[src/rtl/bus_own_pkg.sv]
package bus_own_pkg;

  typedef enum logic [2:0] {
    ST_IDLE    = 3'd0,
    ST_REQUEST = 3'd1,
    ST_ACTIVE  = 3'd2,
    ST_HELD    = 3'd3,
    ST_RELEASE = 3'd4
  } own_state_e;

  typedef enum logic {
    POL_EACH = 1'b0,
    POL_HOLD = 1'b1
  } own_policy_e;

  function automatic logic owns_bus(input own_state_e s);
    return (s == ST_ACTIVE) || (s == ST_HELD);
  endfunction

endpackage

[src/rtl/bus_own_gap_timer.sv]
module bus_own_gap_timer #(
  parameter int GAP_CYCLES = 1
) (
  input  logic clk_i,
  input  logic rst_ni,
  input  logic load_i,
  input  logic tick_i,
  output logic expired_o
);
  localparam int CW = (GAP_CYCLES < 1) ? 1 : $clog2(GAP_CYCLES + 1);
  localparam logic [CW-1:0] LOAD_VAL = CW'(GAP_CYCLES);

  logic [CW-1:0] cnt_q;

  always_ff @(posedge clk_i or negedge rst_ni) begin
    if (!rst_ni) begin
      cnt_q <= '0;
    end else if (load_i) begin
      cnt_q <= LOAD_VAL;
    end else if (tick_i && (cnt_q != '0)) begin
      cnt_q <= cnt_q - 1'b1;
    end
  end

  assign expired_o = (cnt_q == '0);

  // a load always arms the timer for the configured gap
  p_gap_armed_r10: assert property (@(posedge clk_i) disable iff (!rst_ni)
    load_i |=> (cnt_q == LOAD_VAL));

endmodule

[src/rtl/bus_own_clear_latch.sv]
module bus_own_clear_latch (
  input  logic clk_i,
  input  logic rst_ni,
  input  logic owned_i,
  input  logic clear_i,
  input  logic release_i,
  output logic pend_o
);
  logic pend_q;

  always_ff @(posedge clk_i or negedge rst_ni) begin
    if (!rst_ni) begin
      pend_q <= 1'b0;
    end else if (release_i) begin
      pend_q <= 1'b0;
    end else if (owned_i && clear_i) begin
      pend_q <= 1'b1;
    end
  end

  assign pend_o = pend_q;

  // a remembered clear never survives a release
  p_clear_forgotten_r9: assert property (@(posedge clk_i) disable iff (!rst_ni)
    release_i |=> !pend_o);

endmodule

[src/rtl/bus_own_fsm.sv]
module bus_own_fsm
  import bus_own_pkg::*;
(
  input  logic       clk_i,
  input  logic       rst_ni,
  input  logic       policy_i,
  input  logic       xfer_req_i,
  input  logic       xfer_done_i,
  input  logic       bus_grant_i,
  input  logic       bus_clear_i,
  input  logic       clear_pend_i,
  input  logic       gap_expired_i,
  output own_state_e state_o,
  output logic       go_o
);
  own_state_e state_q, state_d;
  logic       go_q, go_d;
  logic       must_yield;

  assign must_yield = (policy_i == POL_EACH) || clear_pend_i || bus_clear_i;

  always_comb begin
    state_d = state_q;
    go_d    = 1'b0;
    unique case (state_q)
      ST_IDLE: begin
        if (xfer_req_i && gap_expired_i) state_d = ST_REQUEST;
      end
      ST_REQUEST: begin
        if (!xfer_req_i) begin
          state_d = ST_IDLE;
        end else if (bus_grant_i) begin
          state_d = ST_ACTIVE;
          go_d    = 1'b1;
        end
      end
      ST_ACTIVE: begin
        if (xfer_done_i) begin
          if (must_yield) begin
            state_d = ST_RELEASE;
          end else if (xfer_req_i) begin
            state_d = ST_ACTIVE;
            go_d    = 1'b1;
          end else begin
            state_d = ST_HELD;
          end
        end
      end
      ST_HELD: begin
        if (must_yield) begin
          state_d = ST_RELEASE;
        end else if (xfer_req_i) begin
          state_d = ST_ACTIVE;
          go_d    = 1'b1;
        end
      end
      ST_RELEASE: state_d = ST_IDLE;
      default:    state_d = ST_IDLE;
    endcase
  end

  always_ff @(posedge clk_i or negedge rst_ni) begin
    if (!rst_ni) begin
      state_q <= ST_IDLE;
      go_q    <= 1'b0;
    end else begin
      state_q <= state_d;
      go_q    <= go_d;
    end
  end

  assign state_o = state_q;
  assign go_o    = go_q;

  // grant with a live request leads into a transfer
  p_grant_starts_r3: assert property (@(posedge clk_i) disable iff (!rst_ni)
    (state_q == ST_REQUEST && bus_grant_i && xfer_req_i) |=> (state_q == ST_ACTIVE && go_q));

  // a transfer in flight is never cut short
  p_xfer_finishes_r9: assert property (@(posedge clk_i) disable iff (!rst_ni)
    (state_q == ST_ACTIVE && !xfer_done_i) |=> (state_q == ST_ACTIVE));

  // release-after-each policy lets go on done
  p_each_releases_r5: assert property (@(posedge clk_i) disable iff (!rst_ni)
    (state_q == ST_ACTIVE && xfer_done_i && policy_i == POL_EACH) |=> (state_q == ST_RELEASE));

  // held bus stays owned with no clear
  p_hold_keeps_r6: assert property (@(posedge clk_i) disable iff (!rst_ni)
    (state_q == ST_HELD && policy_i == POL_HOLD && !bus_clear_i && !clear_pend_i)
      |=> (state_q == ST_HELD || state_q == ST_ACTIVE));

endmodule

[src/rtl/bus_owner_ctrl.sv]
module bus_owner_ctrl
  import bus_own_pkg::*;
#(
  parameter int GAP_CYCLES = 1
) (
  input  logic clk_i,
  input  logic rst_ni,
  input  logic hold_policy_i,
  input  logic xfer_req_i,
  input  logic xfer_done_i,
  input  logic bus_grant_i,
  input  logic bus_clear_i,
  output logic bus_req_o,
  output logic bus_busy_o,
  output logic xfer_go_o
);
  own_state_e state;
  logic       go;
  logic       clear_pend;
  logic       gap_expired;

  bus_own_fsm u_fsm (
    .clk_i        (clk_i),
    .rst_ni       (rst_ni),
    .policy_i     (hold_policy_i),
    .xfer_req_i   (xfer_req_i),
    .xfer_done_i  (xfer_done_i),
    .bus_grant_i  (bus_grant_i),
    .bus_clear_i  (bus_clear_i),
    .clear_pend_i (clear_pend),
    .gap_expired_i(gap_expired),
    .state_o      (state),
    .go_o         (go)
  );

  bus_own_clear_latch u_clear (
    .clk_i    (clk_i),
    .rst_ni   (rst_ni),
    .owned_i  (owns_bus(state)),
    .clear_i  (bus_clear_i),
    .release_i(state == ST_RELEASE),
    .pend_o   (clear_pend)
  );

  bus_own_gap_timer #(.GAP_CYCLES(GAP_CYCLES)) u_gap (
    .clk_i    (clk_i),
    .rst_ni   (rst_ni),
    .load_i   (state == ST_RELEASE),
    .tick_i   (state == ST_IDLE),
    .expired_o(gap_expired)
  );

  assign bus_req_o  = (state == ST_REQUEST);
  assign bus_busy_o = owns_bus(state);
  assign xfer_go_o  = go;

  // go only ever fires while owning the bus
  p_go_owned_r4: assert property (@(posedge clk_i) disable iff (!rst_ni)
    xfer_go_o |-> bus_busy_o);

  // no request in the cycle right after letting go
  p_gap_after_release_r10: assert property (@(posedge clk_i) disable iff (!rst_ni)
    $fell(bus_busy_o) |=> !bus_req_o);

  // grant while not requesting leaves ownership untouched
  p_stray_grant_r11: assert property (@(posedge clk_i) disable iff (!rst_ni)
    (!bus_req_o && !bus_busy_o && bus_grant_i) |=> !bus_busy_o);

endmodule

[config.mk]
export PLATFORM = sky130hd
export DESIGN_NAME = bus_owner_ctrl
export DESIGN_NICKNAME = d
export VERILOG_FILES = /design/src/rtl/bus_own_pkg.sv /design/src/rtl/bus_own_gap_timer.sv /design/src/rtl/bus_own_clear_latch.sv /design/src/rtl/bus_own_fsm.sv /design/src/rtl/bus_owner_ctrl.sv
export SDC_FILE = /design/constraint.sdc
export NUM_CORES = 1
export LEC_CHECK = 0
export CORE_AREA = 2 2 39 41
export DETAILED_ROUTE_END_ITERATION = 10
export DIE_AREA = 0 0 41 43
export RECOVER_POWER = 100
export SYNTH_ARGS = -nofsm -noshare
export SYNTH_HDL_FRONTEND = slang
export SYNTH_SLANG_ARGS = --single-unit
export TNS_END_PERCENT = 20
[constraint.sdc]
create_clock -name clk_i -period 3.2 [get_ports clk_i]
set_input_delay 0.32 -clock clk_i [delete_from_list [all_inputs] [get_ports clk_i]]
set_output_delay 0.32 -clock clk_i [all_outputs]
set_load 0.02 [all_outputs]
Yosys cells after proc, flatten, opt, wreduce, memory -nomap -nowiden --
Cells that the tools add are included.
Storage, ports and cells: bits in registers 6, latch bits 0, RAM bits 0, ROM bits 0, bits of input ports 7, output and inout bits 3, word-level logic and storage cells 44, memories 0
Cells by class: add/subtract/negate cells 1, $mul 0, div/mod/pow operators 0, $lt $le $gt $ge 0, equality and inequality tests 8, shift operators 0, muxes and demuxes 19, bitwise logic cells 2, reductions and logical operators 10
Operators by type and width (number):
- 2-to-1 mux 3 bit | 7
- one-hot mux 3 bit (4 select lines) | 1
- 2-to-1 mux 1 bit | 10
- == test 3 x 2 -> 1 bit (second input constant) | 2
- inequality test 2 bit (second input constant) | 2
- AND reduction 4 bit | 1
- nonzero test 2 bit | 2
- == test 3 x 1 -> 1 bit (second input constant) | 1
- == test 3 bit (second input constant) | 1
- logical AND 1 bit | 3
- logical NOT 3 bit | 1
- logical OR 1 bit | 3
- inequality test 3 x 2 -> 1 bit (second input constant) | 1
- inequality test 3 bit (second input constant) | 1
- one-hot mux 1 bit (3 select lines) | 1
- NOT 1 bit | 2
- subtractor 1 bit (second input constant) | 1

Longest topological paths before layout --
Gate-level depths: netlist of the first run.
depth after elaboration 6, mapped depth 4, depth with buffers taken out 3

Hierarchy --
From an unflattened synthesis of the first run, not the netlist that was laid out.
Unflattened totals: cell total of the unflattened synthesis 31, area, all modules 325.3 um2
Modules (own cells, without submodules):
- bus_own_fsm | times used 1, cells each 21, area each 222.7 um2, sequential area each 100.1 um2
- bus_own_gap_timer | times used 1, cells each 3, area each 40.0 um2, sequential area each 25.0 um2
- bus_own_clear_latch | times used 1, cells each 3, area each 33.8 um2, sequential area each 25.0 um2
- bus_owner_ctrl | times used 1, cells each 4, area each 28.8 um2, sequential area each 0.0 um2

Worst setup path after synthesis of the first run --
No wires, ideal clock.
path kind register to output, start reg u_fsm.state_q[1] (netlist: u_fsm.state_o[1]), end out bus_req_o, arrival time 0.987 ns, data required time 2.880 ns, path slack 1.893 ns, cell stages (with the launch flop) 3, buffers on the path 1, cells stage by stage dfrtp_1 buf_6 nor3_1
On the way: cells in the longest elaborated chain, start to end 1
RTL lines:
- from (decl) | RTL line bus_own_fsm.sv:16 | own_state_e state_q, state_d;
- from (signal assigned) | RTL line bus_own_fsm.sv:67 | state_q <= state_d;
- == test 3 x 1 -> 1 bit | RTL line bus_owner_ctrl.sv:53 | assign bus_req_o = (state == ST_REQUEST);
- to (decl) | RTL line bus_owner_ctrl.sv:13 | output logic bus_req_o,
No other way between the ends.

Worst setup path in the final report of the first run --
start reg u_fsm.state_q[1] (netlist: u_fsm.state_o[1]), end out bus_busy_o
On the way: cells in the longest elaborated chain, start to end 2, elaborated cells between the ends (all ways) 3, classes of those cells eq/ne (2); reduce/logical (1)
RTL lines:
- == test 3 x 2 -> 1 bit | RTL line bus_own_pkg.sv:17 | return (s == ST_ACTIVE) || (s == ST_HELD);
- logical OR 1 bit * | RTL line bus_own_pkg.sv:17
- to (decl) | RTL line bus_owner_ctrl.sv:14 | output logic bus_busy_o,
Every way passes the cells marked *; elsewhere a longest branch is shown, timed or not.

==> results of run 1 <==
==> state kept, by name, indices dropped and copies added, names as in the netlist <==
name	cells
u_gap.cnt_q	1
u_clear.pend_o	1
u_fsm.go_o	1
u_fsm.state_o	3
==> final cells by class <==
class	count	area, um2	area share [%]
inverters	1	3.754	0.7874
clock buffers	3	22.52	4.724
well taps	16	20.02	4.199
flip-flops and latches	6	150.1	31.50
multi-input cells	25	190.2	39.89
repair buffers	9	90.09	18.90
==> per-stage QoR <==
stage          hold WS [ns]  total power (uW)
2_1_floorplan       0.02441             251.5
3_3_place_gp         0.5488             300.2
3_5_place_dp         0.5493             301.2
4_1_cts              0.3151             373.9
5_1_grt              0.3961             389.5
6_report             0.3873             362.2
==> power by group through the flow <==
stage / logic [uW] / clock network, uW / registers, uW
after floorplan: 117 / 0 / 135
after global placement: 150 / 0 / 151
after detailed placement: 152 / 0 / 150
after CTS: 152 / 71.7 / 150
after global routing: 159 / 76.4 / 154
final: 144 / 68.2 / 150
==> worst paths after layout <==
path,from,end,depth (start not counted)
worst min register to register,u_gap.cnt_q,u_gap.cnt_q,1
max in group asynchronous,rst_ni,u_fsm.go_o,1
worst min-delay path,rst_ni,u_clear.pend_o,1
worst max register to register,u_clear.pend_o,u_fsm.state_o[0],3
worst max-delay path,u_fsm.state_o[1],bus_busy_o,2
min in group clk_i,u_gap.cnt_q,u_gap.cnt_q,1
==> kinds of logic (layout without fill, tap and decap cells) <==
family	after synthesis	in the layout	share of synthesized area (%)
multiplexers	1	1	3.125
buffers and inverters	2	13	4.165
flip-flops	6	6	41.67
AND/OR/NAND/NOR	16	16	33.68
AO/OA/AOI/OAI	8	8	17.36
==> cells in the final DEF, fill, tap and decap left out, types with 3 or more instances in the layout <==
cell type	instances
nor2_1	3
clkdlybuf4s50_1	3
nand4_1	3
clkbuf_4	3
dlygate4sd3_1	6
dfrtp_1	6
a21oi_1	3
o21ai_0	3
==> Yosys cell counts <==
master | instances | area [um2]
dfrtp_1 | 6 | 150.1
a21oi_1 | 3 | 15.01
nand4_1 | 3 | 18.77
nor2_1 | 3 | 11.26
o21ai_0 | 3 | 15.01
nor3b_2 | 2 | 25.02
a2111oi_4 | 1 | 27.53
and2b_4 | 1 | 10.01
and4b_1 | 1 | 10.01
buf_6 | 1 | 11.26
inv_1 | 1 | 3.750
mux2_1 | 1 | 11.26
nand2_1 | 1 | 3.750
nand3_1 | 1 | 5.000
nand3b_1 | 1 | 7.510
nor2b_1 | 1 | 6.260
nor3_1 | 1 | 5.000
nor3b_4 | 1 | 18.77
o21ai_1 | 1 | 5.000
==> routing by layer <==
layer  GRT usage (%)  share of wire, %  vias to the layer above
li1                -                 -                      147
met1           12.79                44                      152
met2           12.19                49                       10
met3           1.571               6.9                        0
met4           8.000                 0                        0
met5               0                 0                        -
==> flow_summary_export.csv, run 1 <==
group,metric,value,unit
route,drc,0,
setup_path,crit_family,"buffers and inverters",
layout,fin_util,34.45,%
place,gp_congestion,0.7622,
yosys,netlist_instances,33,
place,dp_cells,57,
global_route,overflow,0,
sta,rsz0062_at_grt,"false",
yosys,synth_seq_area_share,41.67,%
die,num_io_pins,10,
global_route,grt_pass1_vias,278,
clock_tree,cts_root_buf,"clkbuf_4",
sta,setup_tns,0,ns
setup_path,r2r_slack,1.84,ns
yosys,netlist_area,360.3,um2
clock_tree,cts.sinks,6,
setup_path,cp_max_fo,10,
route,dr.pass1.iters,4,
setup_path,path_cells,"and2b_4 -> dlygate4sd3_1",
pwr,intPower,220.7,uW
clock_tree,cts_buffers,3,
pwr,seqPwrFrac,41.3,%
yosys,syn_nets,40,
die,die_x,41,um
pwr,combPwrFrac,39.8,%
place,place_area,459.2,um2
sta,finalCritPeriodShare,64.17,%
sta,layout_setup_ws,1.147,ns
route,drtIter0Drc,5,
place,hpwlAfterDp,529.4,um
setup_path,critPathKind,"reg2out",
layout,fin_cells,60,
die,core_area,0.001384,mm2
clock_tree,clockBufferDepth,2,
setup_path,cp-start-kind,"flip-flop",
die,num_rows,14,
pwr,ir_worst_vdd,276.2,uV
setup_path,cp_num_buf_inv,1,
setup_path,worstPathRequired,2.88,ns
sta,finalCriticalPeriod,2.053,ns
setup_path,critPathSlowestCell,"dlygate4sd3_1",
route,routedWlPerCell,12.05,um
setup_path,setup.worst_path.end_class,"primary output",
clock_tree,ctsResizeCount,0,
worst_hold_path,hp-class,"in2async",
clock_tree,path_clk_slew,0.04,ns
sta,slew_violations,0,
yosys,ys_ff_latch,6,
global_route,antenna_found_initial,0,
die,die_h,43,um
outcome,outcome,"complete, no violations",
route,via_per_inst,5.150,
layout,area_delta_synth_final,32.29,%
layout,fin_area,476.7,um2
sta,finalSetupViolations,0,
yosys,synth_area_per_cell,10.92,um2
sta,skew,0.004074,ns
pwr,p_sw_share,39.08,%
pwr,clkPwrFrac,18.8,%
clock_tree,cts_setup_buffers,0,
flow_run,drv_cap,0,
layout,layout.nets,53,
clock_tree,clock_latency,0.24,ns
route,drt_wl_total,723,um
layout,layout-drive-gt1-share,15.91,%
die,initial_core_util,26.04,%
layout,antenna_cells,0,
route,via_count,309,
pwr,p_sw,141.5,uW
clock_tree,cts_max_level,1,
pwr,p_per_area,759.8,mW/mm2
sta,slew_headroom,55.84,%
clock_tree,holdBufCountCts,0,
pwr,power_leakage,0.0001965,uW
yosys,synth_warnings,0,
yosys,ys_types,19,
global_route,track_usage,9.394,%
place,port-buffer-count,9,
place,dp_slack,1.465,ns
layout,nFillCells,150,
sta,max_freq,487.0,MHz
die,die_area,0.001763,mm2
setup_path,slowest_delay,0.67,ns
global_route,grt_pass1_wl,1104,um
clock_tree,cts_tree,"built",
route,ant_nets,0,
sta,tightestPinTransition,0.6609,ns
setup_path,crit_arrival,1.73,ns
sta,hold_violations,0,
global_route,grt_max_degree,11,
Note: power is estimated with default switching activity, not from simulation.
==> run 2, diff against run 1 <==
Clock period 3.2 ns to 1.8 ns, I/O delays scaled along.
==> flow_summary_export.csv, run 2 (synthesized netlist as in run 1, its figures left out) <==
group,metric,value,unit
outcome,outcome,"complete, no violations",
setup_path,cp_max_fo,7,
global_route,track_usage,10.99,%
setup_path,cp-start-kind,"flip-flop",
global_route,grt_max_degree,9,
route,drtIter0Drc,4,
global_route,overflow,0,
global_route,grt_pass1_wl,1255,um
place,hpwlAfterDp,582.4,um
sta,tightestPinTransition,0.3788,ns
worst_hold_path,hp-class,"in2async",
clock_tree,cts.sinks,6,
clock_tree,cts_buffers,3,
clock_tree,cts_tree,"built",
sta,finalCriticalPeriod,1.543,ns
place,dp_slack,0.2635,ns
pwr,intPower,384.1,uW
pwr,p_per_area,1336,mW/mm2
route,routedWlPerCell,12.26,um
sta,slew_headroom,74.64,%
route,drc,0,
die,num_rows,14,
sta,layout_setup_ws,0.2573,ns
sta,rsz0062_at_grt,"false",
die,initial_core_util,26.04,%
pwr,ir_worst_vdd,633.4,uV
setup_path,worstPathRequired,1.62,ns
route,dr.pass1.iters,4,
sta,max_freq,648.2,MHz
route,drt_wl_total,760,um
layout,fin_util,34.09,%
setup_path,critPathKind,"reg2out",
sta,hold_violations,0,
layout,layout.nets,55,
place,gp_congestion,0.8760,
route,ant_nets,0,
setup_path,r2r_slack,0.38,ns
die,die_area,0.001763,mm2
layout,area_delta_synth_final,30.90,%
clock_tree,clockBufferDepth,2,
clock_tree,cts_max_level,1,
pwr,power_leakage,0.0001977,uW
layout,largest_register_ffs,3,
route,via_per_inst,4.629,
layout,mostFrequentLayoutCells,"6 x dfrtp_1, 5 x clkdlybuf4s50_1, 4 x o21ai_0",
setup_path,crit_arrival,1.36,ns
setup_path,setup.worst_path.end_class,"primary output",
route,via_count,287,
layout,layout-drive-gt1-share,15.22,%
layout,antenna_cells,0,
clock_tree,path_clk_slew,0.05,ns
place,port-buffer-count,9,
pwr,power,630.0,uW
clock_tree,clock_latency,0.25,ns
die,die_h,43,um
sta,finalSetupViolations,0,
pwr,p_sw_share,39.03,%
sta,fin_hold_ws,0.2502,ns
global_route,grt_pass1_vias,309,
pwr,clkPwrFrac,19.8,%
clock_tree,cts_root_buf,"clkbuf_4",
die,die_x,41,um
pwr,seqPwrFrac,35.4,%
die,num_io_pins,10,
clock_tree,holdBufCountCts,0,
sta,skew,0.003328,ns
flow_run,drv_cap,0,
sta,setup_tns,0,ns
layout,layout_commonest_cell,"dfrtp_1",
clock_tree,cts_setup_buffers,0,
sta,finalCritPeriodShare,85.70,%
sta,slew_violations,0,
pwr,combPwrFrac,44.9,%
global_route,antenna_found_initial,0,
die,core_area,0.001384,mm2
pwr,p_sw,245.9,uW
clock_tree,ctsResizeCount,1,
[run 2: worst paths after layout]
path / end / cells past startpoint / from
worst max-delay path: bus_busy_o / 2 / u_fsm.state_o[2]
worst max register to register: u_fsm.state_o[2] / 4 / u_fsm.state_o[1]
worst min-delay path: u_gap.cnt_q / 1 / rst_ni
worst min register to register: u_gap.cnt_q / 1 / u_gap.cnt_q
min in group clk_i: u_gap.cnt_q / 1 / u_gap.cnt_q
max in group asynchronous: u_fsm.state_o[2] / 1 / rst_ni
[run 2: stage by stage]
stage | std cells | cell area (um2)
2_1_floorplan | 33 | 360.3
3_3_place_gp | 59 | 474.2
3_5_place_dp | 59 | 474.2
4_1_cts | 62 | 495.5
5_1_grt | 62 | 471.7
6_report | 62 | 471.7
[run 2: power by group through the flow]
| stage | combinational (uW) | clock, uW | sequential, uW |
|---|---|---|---|
| 2_1_floorplan | 207 | 0 | 240 |
| 3_3_place_gp | 333 | 0 | 226 |
| 3_5_place_dp | 332 | 0 | 227 |
| 4_1_cts | 328 | 134 | 226 |
| 5_1_grt | 319 | 142 | 228 |
| 6_report | 283 | 125 | 223 |
[run 2: layer usage]
layer,wire [um],global-route usage [%],vias to the layer above
li1,-,-,149
met2,356,15.00,10
met3,67,6.806,0
met1,336,12.05,128
met5,0,0,-
met4,0,7.333,0
[run 2: critical path, cell delays in order (launching register included)]
cell	delay (ns)
dfrtp_1	0.46
and2b_1	0.31
dlygate4sd2_1	0.35
[run 2: area by class of cell]
cell class	count	area [um2]
inverters	1	3.754
multi-input cells	25	181.4
well taps	16	20.02
fillers	146	912.1
flip-flops and latches	6	150.1
clock buffers	3	22.52
repair buffers	11	93.84
